--- src/rtl/store_pkg.sv ---
package store_pkg;

    localparam int XLEN   = 32;
    localparam int LANES  = XLEN / 8;
    localparam int LOFF_W = $clog2(LANES);
    localparam int IMM_W  = 15;
    localparam int RIDX_W = 5;
    localparam int OPC_W  = 7;

    localparam logic [OPC_W-1:0] OPC_WORD_IMM = 7'h18;
    localparam logic [OPC_W-1:0] OPC_HALF_IMM = 7'h19;
    localparam logic [OPC_W-1:0] OPC_HALF_REG = 7'h1a;
    localparam logic [OPC_W-1:0] OPC_BYTE_IMM = 7'h1b;
    localparam logic [OPC_W-1:0] OPC_BYTE_REG = 7'h1c;

    typedef enum logic [1:0] {
        SZ_BYTE = 2'd0,
        SZ_HALF = 2'd1,
        SZ_WORD = 2'd2
    } acc_size_e;

    typedef enum logic [1:0] {
        ST_IDLE  = 2'd0,
        ST_WRITE = 2'd1,
        ST_RESP  = 2'd2
    } wstate_e;

    typedef struct packed {
        logic              ok;
        acc_size_e         size;
        logic              use_reg;
        logic [XLEN-1:0]   imm;
        logic [RIDX_W-1:0] base_idx;
        logic [RIDX_W-1:0] data_idx;
        logic [RIDX_W-1:0] offs_idx;
    } decode_t;

endpackage

--- src/rtl/store_decode.sv ---
module store_decode
    import store_pkg::*;
#(
    parameter logic [OPC_W-1:0] OP_WORD_REG = 7'h1d
) (
    input  logic [XLEN-1:0] insn,
    output decode_t         dec
);

    logic [IMM_W-1:0] raw_imm;
    logic [XLEN-1:0]  sext_imm;

    assign raw_imm  = {insn[31:21], insn[10:7]};
    assign sext_imm = {{(XLEN-IMM_W){raw_imm[IMM_W-1]}}, raw_imm};

    always_comb begin
        dec          = '0;
        dec.base_idx = insn[15:11];
        dec.data_idx = insn[20:16];
        dec.offs_idx = insn[25:21];
        case (insn[OPC_W-1:0])
            OPC_WORD_IMM: begin dec.ok = 1'b1; dec.size = SZ_WORD; dec.use_reg = 1'b0; end
            OPC_HALF_IMM: begin dec.ok = 1'b1; dec.size = SZ_HALF; dec.use_reg = 1'b0; end
            OPC_BYTE_IMM: begin dec.ok = 1'b1; dec.size = SZ_BYTE; dec.use_reg = 1'b0; end
            OPC_HALF_REG: begin dec.ok = 1'b1; dec.size = SZ_HALF; dec.use_reg = 1'b1; end
            OPC_BYTE_REG: begin dec.ok = 1'b1; dec.size = SZ_BYTE; dec.use_reg = 1'b1; end
            OP_WORD_REG:  begin dec.ok = 1'b1; dec.size = SZ_WORD; dec.use_reg = 1'b1; end
            default:      begin dec.ok = 1'b0; dec.size = SZ_BYTE; dec.use_reg = 1'b0; end
        endcase
        // scale the offset by the access size
        case (dec.size)
            SZ_WORD: dec.imm = sext_imm << 2;
            SZ_HALF: dec.imm = sext_imm << 1;
            default: dec.imm = sext_imm;
        endcase
        if (dec.use_reg) begin
            dec.imm = '0;
        end
    end

endmodule

--- src/rtl/store_agen.sv ---
module store_agen
    import store_pkg::*;
(
    input  decode_t         dec,
    input  logic [XLEN-1:0] base_val,
    input  logic [XLEN-1:0] offs_val,
    output logic [XLEN-1:0] addr,
    output logic            misaligned
);

    logic [XLEN-1:0] offset;

    assign offset = dec.use_reg ? offs_val : dec.imm;
    assign addr   = base_val + offset;

    always_comb begin
        case (dec.size)
            SZ_WORD: misaligned = (addr[1:0] != 2'b00);
            SZ_HALF: misaligned = addr[0];
            default: misaligned = 1'b0;
        endcase
    end

endmodule

--- src/rtl/store_lanes.sv ---
module store_lanes
    import store_pkg::*;
(
    input  acc_size_e         size,
    input  logic [LOFF_W-1:0] addr_lo,
    input  logic [XLEN-1:0]   data_in,
    output logic [XLEN-1:0]   wdata,
    output logic [LANES-1:0]  wstrb
);

    for (genvar i = 0; i < LANES; i++) begin : g_lane
        assign wdata[8*i +: 8] = (size == SZ_WORD) ? data_in[8*i +: 8] :
                                 (size == SZ_HALF) ? data_in[8*(i%2) +: 8] :
                                                     data_in[7:0];
        assign wstrb[i] = (size == SZ_WORD) ? 1'b1 :
                          (size == SZ_HALF) ? (addr_lo[1] == 1'(i/2)) :
                                              (addr_lo == LOFF_W'(i));
    end

endmodule

--- src/rtl/store_write_unit.sv ---
module store_write_unit
    import store_pkg::*;
#(
    parameter logic [OPC_W-1:0] OP_WORD_REG = 7'h1d
) (
    input  logic              clk,
    input  logic              rst_n,
    input  logic              req_valid,
    output logic              req_ready,
    input  logic [XLEN-1:0]   insn,
    input  logic [XLEN-1:0]   base_val,
    input  logic [XLEN-1:0]   data_val,
    input  logic [XLEN-1:0]   offs_val,
    output logic              decode_ok,
    output logic [RIDX_W-1:0] rd_base_idx,
    output logic [RIDX_W-1:0] rd_data_idx,
    output logic [RIDX_W-1:0] rd_offs_idx,
    output logic              mem_wvalid,
    input  logic              mem_wready,
    output logic [XLEN-1:0]   mem_waddr,
    output logic [XLEN-1:0]   mem_wdata,
    output logic [LANES-1:0]  mem_wstrb,
    input  logic              mem_bvalid,
    input  logic              mem_berr,
    output logic              fault
);

    typedef struct packed {
        wstate_e          st;
        logic [XLEN-1:0]  addr;
        logic [XLEN-1:0]  data;
        logic [LANES-1:0] strb;
        logic             fault;
    } regs_t;

    localparam regs_t REGS_RST = '{st: ST_IDLE, addr: '0, data: '0, strb: '0, fault: 1'b0};

    decode_t          dec;
    logic [XLEN-1:0]  eff_addr;
    logic             misal;
    logic [XLEN-1:0]  lane_data;
    logic [LANES-1:0] lane_strb;
    logic             accept;
    regs_t            r_d, r_q;

    store_decode #(.OP_WORD_REG(OP_WORD_REG)) u_dec (
        .insn (insn),
        .dec  (dec)
    );

    store_agen u_agen (
        .dec        (dec),
        .base_val   (base_val),
        .offs_val   (offs_val),
        .addr       (eff_addr),
        .misaligned (misal)
    );

    store_lanes u_lanes (
        .size    (dec.size),
        .addr_lo (eff_addr[LOFF_W-1:0]),
        .data_in (data_val),
        .wdata   (lane_data),
        .wstrb   (lane_strb)
    );

    assign accept = req_valid && (r_q.st == ST_IDLE);

    always_comb begin
        r_d       = r_q;
        r_d.fault = 1'b0;
        case (r_q.st)
            ST_IDLE: begin
                if (accept && dec.ok) begin
                    if (misal) begin
                        r_d.fault = 1'b1;
                    end else begin
                        r_d.st   = ST_WRITE;
                        r_d.addr = eff_addr;
                        r_d.data = lane_data;
                        r_d.strb = lane_strb;
                    end
                end
            end
            ST_WRITE: begin
                if (mem_wready) begin
                    r_d.st = ST_RESP;
                end
            end
            ST_RESP: begin
                if (mem_bvalid) begin
                    r_d.st    = ST_IDLE;
                    r_d.fault = mem_berr;
                end
            end
            default: r_d.st = ST_IDLE;
        endcase
    end

    always_ff @(posedge clk or negedge rst_n) begin
        if (!rst_n) begin
            r_q <= REGS_RST;
        end else begin
            r_q <= r_d;
        end
    end

    assign req_ready   = (r_q.st == ST_IDLE);
    assign mem_wvalid  = (r_q.st == ST_WRITE);
    assign mem_waddr   = r_q.addr;
    assign mem_wdata   = r_q.data;
    assign mem_wstrb   = r_q.strb;
    assign fault       = r_q.fault;
    assign decode_ok   = dec.ok;
    assign rd_base_idx = dec.base_idx;
    assign rd_data_idx = dec.data_idx;
    assign rd_offs_idx = dec.offs_idx;

endmodule

--- config.mk ---
export PLATFORM = sky130hd
export DESIGN_NAME = store_write_unit
export DESIGN_NICKNAME = d
export VERILOG_FILES = /design/src/rtl/store_pkg.sv /design/src/rtl/store_decode.sv /design/src/rtl/store_agen.sv /design/src/rtl/store_lanes.sv /design/src/rtl/store_write_unit.sv
export SDC_FILE = /design/constraint.sdc
export NUM_CORES = 1
export LEC_CHECK = 0
export ABC_AREA = 1
export BUFFER_PORTS_ARGS = -buffer_cell sky130_fd_sc_hd__buf_2
export CORE_ASPECT_RATIO = 1.4
export CORE_MARGIN = 2
export CORE_UTILIZATION = 55
export CTS_BUF_LIST = sky130_fd_sc_hd__clkbuf_8 sky130_fd_sc_hd__clkbuf_16
export CTS_CLUSTER_DIAMETER = 60
export CTS_CLUSTER_SIZE = 8
export DETAILED_ROUTE_END_ITERATION = 10
export PLACE_DENSITY = 0.92
export SETUP_SLACK_MARGIN = 0.2
export SYNTH_ARGS = -nofsm -noshare
export SYNTH_HDL_FRONTEND = slang
export SYNTH_SLANG_ARGS = --single-unit
--- constraint.sdc ---
create_clock -name clk -period 2.8 [get_ports clk]
set_clock_uncertainty 0.05 [all_clocks]
set_input_delay 0.28 -clock clk [delete_from_list [all_inputs] [get_ports clk]]
set_output_delay 0.28 -clock clk [all_outputs]
set_load 0.01 [all_outputs]
==> parameters.txt <==
Parameter                              Value

Synthesis
  Post-synthesis share of cell area spent on and, or, nand and nor gates ... 0.322
  Share of synthesized area occupied by flip-flops and latches ... 0.270
  Share of cell area taken by muxes after synthesis ... 0
  Main combinational cell family by area after synthesis ... simple AND/OR/NAND/NOR gates
  Number of distinct library cells after synthesis ... 36
  Per-instance average area after synthesis ... between 6 and 7 sq um
  Post-synthesis net count ... 1221
  Mapped Cells ... around 1100
  Arithmetic-cell share of the synthesized area counting full adders, half adders and majority gates ... 0.0657
  Cell area after synthesis ... 0.00659 sq mm
  Share of the synthesized netlist area taken by xor and xnor gates ... 0.0173
  Synthesis-stage register bit count ... just over 70
  Synthesized-area fraction occupied by ao, oa, aoi and oai cells ... 0.114
  Number of warnings printed during yosys synthesis ... 0

Place
  Worst slack after detailed placement ... -0.619 ns
  Post-detailed-placement cell area ... ~0.0077 sq mm
  DP HPWL ... about 15000 um
  Buffers added on ports ... 200
  RD Place Congestion ... about 0.94

STA
  Count of endpoints failing hold in the final timing report ... 0
  Normalized max-slew margin ... 0.744
  Pins Over Slew Limit ... 0
  Part of the cycle the worst path needs ... 1.16
  Min Clock Period, post-route ... between 3 and 4 ns
  Actual slew at the worst max-slew pin ... about 0.38 ns
  Unrepaired setup endpoints after global routing ... yes
  Upper clock frequency limit ... roughly 0.31 GHz
  Setup violations, final ... 69
  Fin worst setup slack ... -0.459 ns

Power and ir drop
  Switching power ... 0.00171 W
  Switching power as a share of total power ... 0.382
  Power density over the cells ... around 500 mW/mm^2
  Internal portion of total power ... about 0.0028 W
  Worst-case vdd ir drop ... ~0.43 mV
  Comb pwr share ... 0.432
  Clock share of power ... 0.230
  Sequential Power Share ... 0.338
  Leakage power total ... 5.18 nW

Setup path
  Setup Crit Path Kind ... input pin to register
  Sequence of cells on the critical path ... buf_6, nor3b_4, buf_6, o21ai_4, buf_6, inv_4, ha_4, inv_4, buf_12, o22ai_2, nand2_1, a31oi_1, ha_1, buf_6, nand3_1, nand3_1, nand3_1, nand3_1, xnor2_1, o21ai_1
  Data required, critical path ... approximately 2.9 ns
  Slowest cell on the critical path ... sky130_fd_sc_hd__nor3b_4
  CP Launch Type ... input pin
  Startpoint of the worst register-to-register path ... r_q[70]
  Launch point of the worst path ... insn[6]
  Slowest cell delay on critical path ... roughly 0.31 ns
  Arrival time at the worst endpoint ... about 3.4 ns
  Critical path fanouts, max ... 7
  Crit end category ... register

Global route
  Global Route Usage Sum ... 0.296
  Pin count of the biggest net entering global routing ... a little over 70
  Sum of overflow across all layers after global routing ... 0
  Number of global-route vias before repair ... slightly below 7000
  First-pass GRT wire length ... around 30000 um
  Initial antenna violation count ... 0

Route
  Routed via count ... slightly below 8000
  Detailed Route WL ... between 20000 and 25000 um
  Routed length on met1 ... 8260 um
  Per-cell routed wire length ... approximately 17 um
  Post-DRT Antenna Nets ... 0
  Average vias per placed instance ... roughly 5.6
  Drt first-iter violations ... 764
  Met2 routed wirelength ... between 10000 and 15000 um
  First-pass iteration count of the detailed router ... 5
  Remaining DRCs ... 0
  Highest metal layer with signal wires ... met4
  Detail Route met3 WL ... between 2000 and 2500 um

Floorplan
  Die area ... 0.0129 sq mm
  Ports ... between 200 and 250
  Overall die width ... 96.5 um
  Vertical die dimension ... roughly 130 um
  Std cell rows ... 47
  Initial Utilization ... 0.560
  Std-Cell Core Area ... between 0.01 and 0.015 sq mm

Status
  Failing checks ... setup timing
  Status ... finished with violations

Clock tree
  H-tree levels ... 3
  Clock latency of the later-clocked register in the worst-skew pair ... about 0.32 ns
  Root Buffer ... sky130_fd_sc_hd__clkbuf_16
  Clock tree from TritonCTS ... done
  Maximum number of buffers from clock root to sink ... 2
  Sinks on the clock net ... just over 70
  Clock slew at the register clock pins of the worst setup and hold paths ... roughly 0.06 ns
  CTS Buf Count ... 9

Cells and area
  Core utilization of the finished layout ... 0.762
  Seq. cell area ... roughly 0.0018 sq mm
  Fill count ... slightly above 800
  Relative area change from synthesis to final layout ... 36.1%
  Share of layout cells above drive strength 1 ... 0.352
  Nets@finish ... between 1000 and 1500
  Area of all placed cells without fillers ... roughly 0.0090 sq mm
  Area used by multi-input combinational logic ... 0.00396 sq mm
  ANT cells ... 0

Hold path
  Worst min path class ... input pin to register
  Min-delay src ... mem_wready

Job
  Max-cap check violation count ... 0
layer usage:
metal	global-route usage	up-vias
li1	-	3637
met3	0.0379	173
met5	0	-
met2	0.533	535
met1	0.334	3576
met4	0.146	0
power by group through the flow:
stage / combinational, W / clock, W / sequential [W]
3_5_place_dp: 0.00168 / 0 / 0.00150
4_1_cts: 0.00173 / 0.00103 / 0.00149
6_report: 0.00194 / 0.00103 / 0.00151
2_1_floorplan: 0.00135 / 0 / 0.00145
5_1_grt: 0.00211 / 0.00109 / 0.00154
3_3_place_gp: 0.00164 / 0 / 0.00149
cell families (layout without fill, tap and decap cells):
kind of cell               Yosys count  in the layout
xor gates and xnor gates            13             13
and+or+nand+nor                    527            527
adders and majority gates           34             34
AOI/OAI and AO/OA                  130            130
DFF                                 71             71
buffers and inverters              278            494
placed cells by master (no fill, tap or decap), types with 3 or more instances in the layout:
master and instances:
sky130_fd_sc_hd__dfrtp_1 71, sky130_fd_sc_hd__inv_4 4, sky130_fd_sc_hd__xnor2_1 9, sky130_fd_sc_hd__nand3_2 7, sky130_fd_sc_hd__ha_1 23, sky130_fd_sc_hd__nand4_1 3, sky130_fd_sc_hd__o211ai_1 14, sky130_fd_sc_hd__nor3_1 3
sky130_fd_sc_hd__inv_2 5, sky130_fd_sc_hd__xnor2_2 3, sky130_fd_sc_hd__inv_1 159, sky130_fd_sc_hd__a21oi_1 20, sky130_fd_sc_hd__nand2_4 3, sky130_fd_sc_hd__a21oi_2 8, sky130_fd_sc_hd__nand2_2 38, sky130_fd_sc_hd__a31oi_1 9
sky130_fd_sc_hd__nor2_4 9, sky130_fd_sc_hd__nor2_1 61, sky130_fd_sc_hd__clkinv_2 3, sky130_fd_sc_hd__o22ai_1 18, sky130_fd_sc_hd__o21ai_0 23, sky130_fd_sc_hd__buf_2 198, sky130_fd_sc_hd__nor2_2 14, sky130_fd_sc_hd__o21ai_2 3
sky130_fd_sc_hd__buf_6 9, sky130_fd_sc_hd__buf_12 10, sky130_fd_sc_hd__nand2_1 330, sky130_fd_sc_hd__a31oi_2 3, sky130_fd_sc_hd__ha_4 6, sky130_fd_sc_hd__ha_2 4, sky130_fd_sc_hd__buf_4 85, sky130_fd_sc_hd__o22ai_2 4
sky130_fd_sc_hd__nand3b_1 8, sky130_fd_sc_hd__clkbuf_16 16, sky130_fd_sc_hd__o21ai_1 18, sky130_fd_sc_hd__nand3_1 44
registers in the layout (all words and copies together), names as in the netlist:
register / cells
fault: 1
mem_waddr: 32
mem_wdata: 32
mem_wstrb: 4
r_q: 2
through the flow:
stage	setup TNS [ns]	instances	hold WS [ns]	total power [W]
6_report	-17.65	1416	0.0972	0.00448
5_1_grt	-23.47	1416	0.0984	0.00474
4_1_cts	-5.48	1399	0.0835	0.00425
3_5_place_dp	-37.67	1373	0.282	0.00318
3_3_place_gp	-27.78	1373	0.278	0.00313
2_1_floorplan	-18.07	1053	-0.0656	0.00280
cell type report:
type	count	share of cell area
clock buffer	10	0.0267
clock inverter	5	0.00293
inverter	168	0.0720
multi-input combinational	704	0.442
sequential	71	0.198
tap	147	0.0205
timing repair buffer	311	0.238
Yosys cell counts:
library cell / count / area [sq um]
sky130_fd_sc_hd__nand3_1: 51 / 255
sky130_fd_sc_hd__inv_1: 165 / 619
sky130_fd_sc_hd__a21oi_1: 29 / 145
sky130_fd_sc_hd__o21ai_0: 30 / 150
sky130_fd_sc_hd__o21ai_1: 16 / 80.1
sky130_fd_sc_hd__nor2_1: 83 / 312
sky130_fd_sc_hd__nand2_2: 1 / 6.26
sky130_fd_sc_hd__o311ai_0: 1 / 8.76
sky130_fd_sc_hd__inv_2: 1 / 3.75
sky130_fd_sc_hd__nand3b_1: 8 / 60.1
sky130_fd_sc_hd__clkinv_1: 2 / 7.51
sky130_fd_sc_hd__dfrtp_1: 71 / 1780
sky130_fd_sc_hd__o211ai_1: 14 / 105
sky130_fd_sc_hd__ha_1: 33 / 413
sky130_fd_sc_hd__o31ai_1: 1 / 7.51
sky130_fd_sc_hd__nor3b_1: 1 / 7.51
sky130_fd_sc_hd__nor4_1: 1 / 6.26
sky130_fd_sc_hd__nor3_1: 4 / 20.0
sky130_fd_sc_hd__nand4_1: 3 / 18.8
sky130_fd_sc_hd__fa_1: 1 / 20.0
sky130_fd_sc_hd__xnor2_1: 12 / 105
sky130_fd_sc_hd__clkbuf_1: 9 / 33.8
sky130_fd_sc_hd__o22ai_1: 22 / 138
sky130_fd_sc_hd__buf_1: 3 / 11.3
sky130_fd_sc_hd__and3_1: 1 / 6.26
sky130_fd_sc_hd__buf_4: 86 / 646
sky130_fd_sc_hd__xor2_1: 1 / 8.76
sky130_fd_sc_hd__or2_2: 1 / 6.26
sky130_fd_sc_hd__a31oi_1: 13 / 81.3
sky130_fd_sc_hd__a2bb2oi_1: 2 / 17.5
sky130_fd_sc_hd__o21bai_1: 2 / 15.0
sky130_fd_sc_hd__nor2_4: 1 / 11.3
sky130_fd_sc_hd__buf_2: 10 / 50.1
sky130_fd_sc_hd__buf_6: 2 / 22.5
sky130_fd_sc_hd__nand2_1: 371 / 1390
sky130_fd_sc_hd__nor3b_4: 1 / 18.8
path summary, 6_finish.rpt:
path	endpoint	slack, ns	cells after the start
max	mem_waddr[12]	-0.46	20
min	r_q[69]	0.1	2
max reg2reg	mem_wdata[23]	0.98	8
min reg2reg	mem_wdata[1]	0.41	2
max in group asynchronous	mem_waddr[10]	1.93	3
min in group asynchronous	mem_wdata[1]	0.45	3
worst max-delay path, delay by kind of cell:
kind / cells / cell delay [ns]
and+or+nand+nor: 6 / 0.95
buffers and inverters: 7 / 0.79
AOI/OAI and AO/OA: 4 / 0.63
adders and majority gates: 2 / 0.43
xor gates and xnor gates: 1 / 0.29
timing repair:
action                                  in CTS  in global routing
resized for setup                           47                122
hold endpoints to repair                    71                  0
endpoints found under the setup margin      69                 70
setup buffers                               10                 10
pin swaps                                   18                 53
hold buffers                                 1                  0
gates cloned                                 0                  7
(Power assumes the default switching activity.)
